[config.mk]
export PLATFORM = sky130hd
export DESIGN_NAME = bus_strobe_seq
export DESIGN_NICKNAME = d
export VERILOG_FILES = /design/src/rtl/bss_pkg.sv /design/src/rtl/bss_rst_filter.sv /design/src/rtl/bss_seq.sv /design/src/rtl/bss_strobe.sv /design/src/rtl/bus_strobe_seq.sv
export SDC_FILE = /design/constraint.sdc
export NUM_CORES = 1
export LEC_CHECK = 0
export ABC_AREA = 0
export BUFFER_PORTS_ARGS = -buffer_cell sky130_fd_sc_hd__buf_4
export CAP_MARGIN = 5
export CORE_MARGIN = 5
export CORE_UTILIZATION = 44
export DETAILED_ROUTE_END_ITERATION = 8
export GPL_TIMING_DRIVEN = 0
export PLACE_DENSITY = 0.8
export REMOVE_ABC_BUFFERS = 1
export SETUP_SLACK_MARGIN = 0.1
export SYNTH_ARGS = -nofsm -noshare
export SYNTH_HDL_FRONTEND = slang
export SYNTH_HIERARCHICAL = 1
export SYNTH_SLANG_ARGS = --single-unit
[constraint.sdc]
create_clock -name clk -period 3 [get_ports clk]
set_input_delay 0.6 -clock clk [delete_from_list [all_inputs] [get_ports clk]]
set_output_delay 0.6 -clock clk [all_outputs]
set_load 0.03 [all_outputs]
[src/rtl/bss_pkg.sv]
package bss_pkg;
  typedef enum logic [1:0] {
    HI_PORT = 2'd0,
    HI_PC   = 2'd1,
    HI_DATA = 2'd2
  } hi_sel_e;
endpackage

[src/rtl/bss_rst_filter.sv]
module bss_rst_filter #(
  parameter int RST_CLKS = 24,
  parameter int CW       = 5
) (
  input  logic clk,
  input  logic pin_i,
  output logic rst_o
);
  localparam logic [CW-1:0] LIMIT = CW'(RST_CLKS);

  logic [CW-1:0] run_q;

  always_ff @(posedge clk) begin
    if (!pin_i)              run_q <= '0;
    else if (run_q != LIMIT) run_q <= run_q + 1'b1;
  end

  assign rst_o = (run_q == LIMIT);

  AST_RST_DROP: assert property (@(posedge clk) !pin_i |=> !rst_o);
  AST_RST_HOLD: assert property (@(posedge clk) (rst_o && pin_i) |=> rst_o);
endmodule

[src/rtl/bss_seq.sv]
module bss_seq #(
  parameter int N_STATES = 6,
  parameter int N_PHASES = 2,
  parameter int SW       = 3,
  parameter int PW       = 1
) (
  input  logic          clk,
  input  logic          rst_i,
  input  logic          xreq_i,
  input  logic          xwide_i,
  input  logic          tbl_i,
  output logic [SW-1:0] st_o,
  output logic          dcyc_o,
  output logic          dwide_o,
  output logic          tbl_o
);
  localparam logic [SW-1:0] ST_LAST = SW'(N_STATES - 1);
  localparam logic [PW-1:0] PH_LAST = PW'(N_PHASES - 1);

  logic [PW-1:0] ph_q;
  logic          edge_end;

  assign edge_end = (st_o == ST_LAST) && (ph_q == PH_LAST);

  always_ff @(posedge clk) begin
    if (rst_i) begin
      st_o    <= '0;
      ph_q    <= '0;
      dcyc_o  <= 1'b0;
      dwide_o <= 1'b0;
      tbl_o   <= 1'b0;
    end else begin
      if (ph_q == PH_LAST) begin
        ph_q <= '0;
        st_o <= (st_o == ST_LAST) ? '0 : st_o + 1'b1;
      end else begin
        ph_q <= ph_q + 1'b1;
      end
      if (edge_end) begin
        dcyc_o  <= xreq_i;
        dwide_o <= xwide_i;
        tbl_o   <= tbl_i;
      end
    end
  end

  AST_PHASE_STEP: assert property (@(posedge clk) disable iff (rst_i)
    (ph_q != PH_LAST) |=> $stable(st_o));
  AST_CYCLE_WRAP: assert property (@(posedge clk) disable iff (rst_i)
    edge_end |=> (st_o == '0 && ph_q == '0));
  AST_FLAG_HOLD: assert property (@(posedge clk) disable iff (rst_i)
    !edge_end |=> ($stable(dcyc_o) && $stable(tbl_o)));
  AST_RST_CLEAR: assert property (@(posedge clk)
    rst_i |=> (st_o == '0 && ph_q == '0 && !dcyc_o));
endmodule

[src/rtl/bss_strobe.sv]
module bss_strobe
  import bss_pkg::*;
#(
  parameter int N_STATES = 6,
  parameter int SW       = 3,
  parameter int AW       = 8
) (
  input  logic          clk,
  input  logic          rst_i,
  input  logic [SW-1:0] st_i,
  input  logic          dcyc_i,
  input  logic          dwide_i,
  input  logic          tbl_i,
  input  logic          ext_i,
  input  logic          ale_off_i,
  input  logic          idle_i,
  input  logic          pdown_i,
  input  logic [AW-1:0] pc_hi_i,
  input  logic [AW-1:0] dhi_i,
  input  logic [AW-1:0] p2_i,
  output logic          ale_o,
  output logic          psen_n_o,
  output logic [AW-1:0] hi_o,
  output logic          float_o
);
  localparam logic [SW-1:0] ALE_2ND = SW'(N_STATES / 2);
  localparam logic [SW-1:0] RD_1ST  = SW'(N_STATES / 2 - 1);
  localparam logic [SW-1:0] RD_2ND  = SW'(N_STATES - 1);

  logic    ale_slot, rd_slot, gate_off;
  hi_sel_e sel;

  assign ale_slot = (st_i == '0) || ((st_i == ALE_2ND) && !dcyc_i);
  assign rd_slot  = ext_i && !dcyc_i && ((st_i == RD_1ST) || (st_i == RD_2ND));
  assign gate_off = ale_off_i && !ext_i && !dcyc_i && !tbl_i;

  always_comb begin
    sel      = ext_i ? HI_PC : HI_PORT;
    ale_o    = gate_off ? 1'b1 : ale_slot;
    psen_n_o = !rd_slot;
    if (rst_i) begin
      ale_o    = 1'b0;
      psen_n_o = 1'b1;
      sel      = HI_PORT;
    end else if (pdown_i) begin
      ale_o    = 1'b0;
      psen_n_o = 1'b0;
      sel      = HI_PORT;
    end else if (idle_i) begin
      ale_o    = 1'b1;
      psen_n_o = 1'b1;
    end else if (dcyc_i) begin
      sel = dwide_i ? HI_DATA : HI_PORT;
    end
  end

  always_comb begin
    unique case (sel)
      HI_PC:   hi_o = pc_hi_i;
      HI_DATA: hi_o = dhi_i;
      default: hi_o = p2_i;
    endcase
  end

  assign float_o = (idle_i || pdown_i) && ext_i && !rst_i;

  AST_DATA_NO_READ: assert property (@(posedge clk) disable iff (rst_i)
    (!psen_n_o && !pdown_i) |-> (!dcyc_i && ext_i));
  AST_PD_LEVELS: assert property (@(posedge clk) disable iff (rst_i)
    pdown_i |-> (!ale_o && !psen_n_o));
  AST_IDLE_LEVELS: assert property (@(posedge clk) disable iff (rst_i)
    (idle_i && !pdown_i) |-> (ale_o && psen_n_o));
endmodule

[src/rtl/bus_strobe_seq.sv]
module bus_strobe_seq #(
  parameter int N_STATES = 6,
  parameter int N_PHASES = 2,
  parameter int RST_MCYC = 2,
  parameter int AW       = 8
) (
  input  logic          clk,
  input  logic          rst_pin_i,
  input  logic          ext_exec_i,
  input  logic          xreq_i,
  input  logic          xwide_i,
  input  logic          tbl_i,
  input  logic          ale_off_i,
  input  logic          idle_i,
  input  logic          pdown_i,
  input  logic [AW-1:0] pc_hi_i,
  input  logic [AW-1:0] dhi_i,
  input  logic [AW-1:0] p2_reg_i,
  output logic          ale_o,
  output logic          psen_n_o,
  output logic [AW-1:0] hi_addr_o,
  output logic          lo_float_o
);
  localparam int CYC      = N_STATES * N_PHASES;
  localparam int RST_CLKS = RST_MCYC * CYC;
  localparam int CW       = $clog2(RST_CLKS + 1);
  localparam int SW       = (N_STATES > 1) ? $clog2(N_STATES) : 1;
  localparam int PW       = (N_PHASES > 1) ? $clog2(N_PHASES) : 1;

  logic          rst_int;
  logic [SW-1:0] st;
  logic          dcyc, dwide, tblc;

  bss_rst_filter #(.RST_CLKS(RST_CLKS), .CW(CW)) u_filt (
    .clk(clk), .pin_i(rst_pin_i), .rst_o(rst_int)
  );

  bss_seq #(.N_STATES(N_STATES), .N_PHASES(N_PHASES), .SW(SW), .PW(PW)) u_seq (
    .clk(clk), .rst_i(rst_int), .xreq_i(xreq_i), .xwide_i(xwide_i),
    .tbl_i(tbl_i), .st_o(st), .dcyc_o(dcyc), .dwide_o(dwide), .tbl_o(tblc)
  );

  bss_strobe #(.N_STATES(N_STATES), .SW(SW), .AW(AW)) u_strb (
    .clk(clk), .rst_i(rst_int), .st_i(st), .dcyc_i(dcyc), .dwide_i(dwide),
    .tbl_i(tblc), .ext_i(ext_exec_i), .ale_off_i(ale_off_i), .idle_i(idle_i),
    .pdown_i(pdown_i), .pc_hi_i(pc_hi_i), .dhi_i(dhi_i), .p2_i(p2_reg_i),
    .ale_o(ale_o), .psen_n_o(psen_n_o), .hi_o(hi_addr_o), .float_o(lo_float_o)
  );

  AST_EXT_IGNORES_OFF: assert property (@(posedge clk) disable iff (rst_int)
    (ext_exec_i && !idle_i && !pdown_i && st == '0) |-> ale_o);
endmodule

Word-level counts from Yosys, hierarchy flattened
Index checks and enable logic that the tools add are counted.

Muxes and demuxes: 15. Add/subtract/negate cells: 3. Reductions and logical operators: 19. Equal/unequal tests: 7.

Operators with widths (count): $pmux W8 S2 (1); $mux W2 (5); $logic_and A1 B1 Y1 (9); $mux W1 (8); $eq A3 B2 Y1 const B (2); $add A5 B1 Y5 const B (1); $eq A5 B5 Y1 const B (1); $logic_not A1 Y1 (5); $ne A5 B5 Y1 const B (1); $add A3 B1 Y3 const B (1); $eq A3 B3 Y1 const B (1); $logic_not A3 Y1 (1); $logic_or A1 B1 Y1 (3); $mux W3 (1); $eq A2 B1 Y1 const B (1); $eq A2 B2 Y1 const B (1); $reduce_or A2 Y1 (1); $add A1 B1 Y1 const B (1).

Output and inout bits: 11. Flip-flop bits (word level): 12. Logic and storage cells: 50.

Depth between registers and ports, before layout
Gate-level depths: netlist of run 1.

Depth after elaboration: 8. Mapped depth: 11. Mapped depth without buffers: 9.

Modules after synthesis
Netlist of run 1, hierarchy kept.

Modules (own cells, without submodules): bss_seq (cells an instance 28, area an instance 299.0 sq um, seq. area each 140.1 sq um, times used 1); bss_strobe (cells an instance 49, area an instance 287.8 sq um, seq. area each 0.0 sq um, times used 1); bss_rst_filter (cells an instance 27, area an instance 262.8 sq um, seq. area each 100.1 sq um, times used 1).

Worst setup path before layout of run 1
OpenSTA, ideal clock, no wires.

Path kind: register -> output. Start point: register u_filt.run_q[0]. End point: output hi_addr_o[6]. Setup slack: 0.043 ns. Required time: 2.400 ns. Cell stages (with the launch flop): 10. Arrival time: 2.357 ns. Path buffers: 2. Path through: dfxtp_1 -> inv_1 -> ha_1 -> and4b_1 -> buf_6 -> nor2_1 -> and3_2 -> ha_1 -> buf_2 -> o21ai_0.

Longest elaborated chain between the ends: 4.

Ends and longest elaborated chain: from (decl) (RTL line bss_rst_filter.sv:11) `logic [CW-1:0] run_q;`; from (signal assigned) (RTL line bss_rst_filter.sv:15) `else if (run_q != LIMIT) run_q <= run_q + 1'b1;`; $eq A5 B5 Y1 (*) (RTL line bss_rst_filter.sv:18) `assign rst_o = (run_q == LIMIT);`; net rst_int (RTL line bus_strobe_seq.sv:30) `logic rst_int;`; $mux W2 (*) (RTL line bss_strobe.sv:41) `if (rst_i) begin`; $eq A2 B2 Y1 / $eq A2 B1 Y1 (equally long branches) (RTL line bss_strobe.sv:58) `unique case (sel)`; $pmux W8 S2 (*) (RTL line bss_strobe.sv:58); to (decl) (RTL line bus_strobe_seq.sv:21) `output logic [AW-1:0] hi_addr_o,`.

Mark *: on every way through the listed nets, which the timed path passes. The rest lies on a longest branch.

Worst setup path in the final report of run 1
Start point: register u_filt.run_q[0]. End point: output hi_addr_o[3].

Same word-level chain as after synthesis.

==> run metrics, run 1 <==
TritonCTS Sinks 12; Worst VDD drop 0.457 mV; worst slew pin tran 0.307 ns; core area 1780 sq um; Remaining DRCs 0; area of the multi-input gates 577 sq um; die footprint 2910 sq um; Die W 53.9 um; Total Wirelength 2370 um; Initial Util 47.6%; Fillers 152; worst reg2reg endpoint u_filt/run_q[1]$_SDFFE_PN0P_; clk buf depth 2; unique cell type count in the Yosys netlist 29; Avg Cell Area, Syn 8.17 sq um; prevailing post-synth register cell dfxtp_1; relative slew slack 79.5%; Setup Viol. Count Final 0; Clock Tree Root clkbuf_4; unrepaired setup endpoints after global routing false; Area Overhead vs Synth 45.1%; 1st-iter DRT viols 12; Net Switching 286 uW; Crit. End Element output port; # port buffers 43; Int Power 452 uW; Clock Latency Late Sink 0.28 ns; Setup crit start kind flip-flop; period utilization 93.1%; vias in the first global route 795; pwr dens 599 nW/um^2; max-slew violation count 0; largest net degree at the start of global routing 17; Pwr Total 738 uW; Die H 53.9 um; number of synthesized flops with an enable pin 0; TritonCTS clock tree built; data required time at the worst endpoint 2.40 ns; routed vias 883; Worst Setup Path Type flip-flop to output port; FF-to-FF setup slack 1.64 ns; sequential share of the synthesized area 28.3%; global route overflow 0; Comb pwr share 46.1%; Hold-fix buffers, CTS 0; total of max-cap violations 0; total global-route track usage 15.6%; Layout Nets 184; Reg area 243 sq um; FP Rows 15; Hold Path Class flip-flop to flip-flop; CTS Buf Count 3; Via density 5.16; DP HPWL 1730 um; hold path depth 2; Placer Congestion 0.708; H-tree levels 1; Warnings, synthesis 6; initial antenna violation count 0; f_max 358 MHz; Leakage 0.000564 uW; CTS clock-pin slew for the worst setup and hold paths 0.08 ns; switching share of total power 38.7%; first-pass GRT wire length 3300 um; Detail Route Antenna Nets 0; # IOs 44; status complete, no violations; Clock Skew 0.00265 ns; drt pass-1 iters 5; crit path DAT 2.19 ns; Clk pwr share 17.9%; final worst path period need 2.79 ns; Syn Inst Count 104; cell area after synthesis 850 sq um; Hold Startpoint u_seq/dwide_o$_SDFFE_PP0P_; Final Hold Violating Endpoints 0; DR WL/cell 13.9 um; RR Startpoint u_filt/run_q[0]$_SDFFE_PN0P_; crit-path max FO 16; share of layout cells above drive strength 1 41.8%; fraction of registers with async set/reset 0%; worst hold slack 0.477 ns; Worst Reg-to-Reg Cells 5; Seq cells post-synth 12; Diodes inserted 0; Hold EP u_seq/dwide_o$_SDFFE_PP0P_; share of power burned in registers 36.0%
[final cells by class]
type	count	area share [%]
Inverter	4	1.22
Tap cell	25	2.54
Sequential cell	12	19.7
Multi-Input combinational cell	82	46.8
Timing Repair Buffer	44	26.8
Clock buffer	4	2.94
[cell families after synthesis]
family | share of synthesized area, %
xor+xnor | 2.06
mux | 8.25
buf+inv | 6.33
flops | 28.3
fa+ha+maj | 5.89
simple gates | 30.8
compound gates | 18.4
[timing repair]
item	4_1_cts	5_1_grt
setup endpoints to repair	8	8
resized for setup	5	4
buffers inserted	1	0
[per-layer routing]
layer  GRT usage (%)  part of all wire, %  up-vias
li1                -                    -      450
met1            16.0                   39      399
met2            29.2                   50       31
met3            4.43                  9.7        3
met4            6.38                  1.2        0
met5               0                    0        -
[power by group through the flow]
stage | logic (uW) | registers, uW | clock network, uW
CTS | 338 | 265 | 135
global route | 368 | 276 | 148
finish | 340 | 266 | 132
global placement | 323 | 265 | 0
detailed placement | 333 | 268 | 0
floorplan | 227 | 254 | 0
[worst max-delay path, stage by stage, from the launching register on]
cell and delay (ns):
dfxtp_2 0.37, inv_1 0.05, ha_1 0.19, and4b_4 0.19
nor2_2 0.12, and3_2 0.20, ha_2 0.35, o21ai_0 0.23
buf_4 0.20
[sequential cells by signal (all words and copies together) (netlist names)]
signal         count
u_filt/run_q       5
u_seq/st_o         3
u_seq/dcyc_o       1
u_seq/dwide_o      1
u_seq/ph_q         1
u_seq/tbl_o        1
[how the worst max path moves through the flow]
stage                                       from           end  slack (ns)  cells past startpoint
global placement    u_filt/run_q[0]$_SDFFE_PN0P_  hi_addr_o[1]        0.06                      9
CTS                 u_filt/run_q[0]$_SDFFE_PN0P_  hi_addr_o[7]        0.20                      9
detailed placement  u_filt/run_q[0]$_SDFFE_PN0P_  hi_addr_o[7]       0.005                      9
floorplan           u_filt/run_q[0]$_SDFFE_PN0P_  hi_addr_o[0]       -0.04                      7
global route        u_filt/run_q[0]$_SDFFE_PN0P_  hi_addr_o[0]        0.08                      9
finish              u_filt/run_q[0]$_SDFFE_PN0P_  hi_addr_o[3]        0.21                      8
[cell usage in the layout (no fill, tap or decap), types with 2 or more instances in the layout]
cell type and count:
nor2_1 3, ha_2 2, nand3_1 3, xnor2_1 2
mux2i_1 7, inv_1 4, a22oi_1 6, nor2b_1 2
o21ai_0 8, a21bo_2 2, nand2_1 14, nand2b_1 11
clkbuf_4 3, dfxtp_2 2, dfxtp_1 10, a21oi_1 4
buf_4 44, ha_1 2, a22oi_2 2
[per-stage QoR]
step	TNS [ns]	worst slack, ns	instances	instance area, sq um	util (%)
after global routing	0	0.0812	171	1230	69.1
final	0	0.206	171	1230	69.1
after floorplan	-0.344	-0.0431	98	811	-
after CTS	0	0.195	171	1220	68.4
after global placement	0	0.0642	166	1160	65.3
after detailed placement	0	0.00518	166	1160	65.3
[synthesized netlist by cell type (2+ instances only)]
library cell / instances / share of area, %
dfxtp_1: 12 / 28
nand3_1: 3 / 1.8
o21ai_0: 8 / 4.7
a22oi_1: 8 / 7.1
clkbuf_1: 3 / 1.3
xnor2_1: 2 / 2.1
nand2_1: 14 / 6.2
nor2b_1: 2 / 1.5
mux2i_1: 7 / 8.2
a21bo_2: 2 / 2.4
and4b_1: 2 / 2.4
inv_1: 4 / 1.8
ha_1: 4 / 5.9
nand2b_1: 11 / 8.1
nor2_1: 4 / 1.8
buf_6: 2 / 2.7
a21oi_1: 4 / 2.4
No activity file was read; power rests on OpenSTA's default activity.
==> run 2: changes to the inputs <==
Settings changed: CORE_ASPECT_RATIO from default to 0.8, CORE_UTILIZATION 44 to 43, SYNTH_HIERARCHICAL 1 to default.
Clock period 3 ns to 3.08 ns, I/O delays scaled along.
==> run metrics, run 2 <==
status complete, no violations; cell area after synthesis 787 sq um; first-pass GRT wire length 3820 um; final worst path period need 2.81 ns; FP Rows 13; initial antenna violation count 0; number of synthesized flops with an enable pin 0; total global-route track usage 18.3%; Pwr Total 414 uW; Setup crit start kind flip-flop; most common cell after layout, fill and taps aside buf_4; TritonCTS clock tree built; most frequent cells in the layout buf_4, nor2_1, nand2_1; drt pass-1 iters 4; period utilization 91.3%; Remaining DRCs 0; sequential share of the synthesized area 30.5%; Detail Route Antenna Nets 0; Seq cells post-synth 12; Hold Path Class flip-flop to flip-flop; # IOs 44; DR WL/cell 14.2 um; fin area 1200 sq um; Area Overhead vs Synth 52.3%; 1st-iter DRT viols 39; data required time at the worst endpoint 2.46 ns; die footprint 2790 sq um; Setup Viol. Count Final 0; pwr dens 345 nW/um^2; Clock Skew 0.00180 ns; Initial Util 47.0%; unique cell type count in the Yosys netlist 28; # port buffers 43; Die W 57.8 um; max FFs per register 5; total of max-cap violations 0; crit-path max FO 15; postcts setup bufs 0; Avg Cell Area, Syn 7.95 sq um; CTS clock-pin slew for the worst setup and hold paths 0.07 ns; f_max 356 MHz; Clock Tree Root clkbuf_4; Via density 5.25; most common cell in the netlist dfxtp_1; hold path depth 1; Largest regs u_filt.run_q x5, u_seq.st_o x3; Placer Congestion 0.792; Worst Setup Path Type flip-flop to output port; max-slew violation count 0; Post-DP Area 1120 sq um; core area 1680 sq um; Non-Filler Instances 163; crit path DAT 2.20 ns; DP HPWL 1750 um; CTS Buf Count 3; Syn Inst Count 99; Placed Cells 159; Worst Reg-to-Reg Cells 5; global route overflow 0; H-tree levels 1; relative slew slack 75.5%; Layout Nets 180; worst slew pin tran 0.359 ns; Worst VDD drop 0.383 mV; Final Hold Violating Endpoints 0; area share of the largest cell type after synthesis 30.5%; routed vias 855; Die H 48.3 um; share of layout cells above drive strength 1 39.7%; Leakage 0.000563 uW; vias in the first global route 821; worst hold slack 0.513 ns; Post-synth top cells dfxtp_1, nand2_1, nor2_1; Diodes inserted 0; Total Wirelength 2310 um; Clock Latency Late Sink 0.28 ns; TritonCTS Sinks 12; Hold-fix buffers, CTS 0; Synth area leaders dfxtp_1, ha_1, a22oi_1; prevailing post-synth register cell dfxtp_1; fraction of registers with async set/reset 0%; Largest Register u_filt.run_q; unrepaired setup endpoints after global routing true; Crit. End Element output port; dominant cell type by area after synthesis dfxtp_1; Setup TNS Final 0 ns; largest net degree at the start of global routing 17; Warnings, synthesis 0; clk buf depth 2
==> run 2: layer usage <==
metal  part of all wire (%)  global-route usage [%]  vias to the layer above  wire length [um]
li1                       -                       -                      431                 -
met1                     41                    22.0                      385               956
met2                     47                    30.2                       33              1080
met3                    9.6                    4.50                        6               221
met4                    2.5                    12.0                        0                57
met5                      0                       0                        -                 0
==> run 2: cell type report <==
class | count | area, sq um
Sequential cell | 12 | 243
Inverter | 6 | 22.5
Tap cell | 22 | 27.5
Multi-Input combinational cell | 76 | 547
Clock buffer | 4 | 36.3
Fill cell | 132 | 477
Timing Repair Buffer | 43 | 323
==> run 2: final timing paths <==
check / from / end / slack (ns)
hold / removal: u_seq.ph_q$_SDFF_PP0_ / u_seq.ph_q$_SDFF_PP0_ / 0.51
setup reg to reg: u_filt.run_q[0]$_SDFFE_PN0N_ / u_filt.run_q[1]$_SDFFE_PN0N_ / 1.77
setup / recovery: u_filt.run_q[0]$_SDFFE_PN0N_ / hi_addr_o[1] / 0.27
hold reg to reg: u_seq.ph_q$_SDFF_PP0_ / u_seq.ph_q$_SDFF_PP0_ / 0.51
==> run 2: metrics by stage <==
stage | utilization, % | setup slack [ns]
3_5_place_dp | 66.6 | 0.117
5_1_grt | 71.5 | 0.0758
6_report | 71.5 | 0.267
3_3_place_gp | 66.6 | 0.199
2_1_floorplan | - | 0.0593
4_1_cts | 70.8 | 0.118
==> run 2: critical path, stage by stage, from the launching register on <==
cell     delay (ns)
dfxtp_2        0.36
inv_1          0.06
ha_1           0.18
and4b_4        0.28
nor4_4         0.33
inv_2          0.08
ha_4           0.20
a22oi_1        0.14
o21ai_0        0.10
buf_4          0.18
==> run 2: logic make-up after synthesis <==
| kind of cell | synth area share, % |
|---|---|
| AND/OR/NAND/NOR | 25.8 |
| multiplexers | 6.36 |
| adder cells (fa/ha/maj) | 7.95 |
| flip-flops | 30.5 |
| buffers and inverters | 5.56 |
| AO/OA/AOI/OAI | 18.3 |
| XOR/XNOR | 5.56 |
==> run 2: what timing repair did <==
item	CTS	global route
endpoints found under the setup margin	8	8
gates resized for setup	7	4
pin swaps	1	1
==> run 2: power breakdown <==
| group | total (uW) | switching [uW] | internal (uW) |
|---|---|---|---|
| combinational | 120 | 59.6 | 60.9 |
| sequential | 167 | 5.97 | 161 |
| clock | 126 | 54.1 | 71.9 |
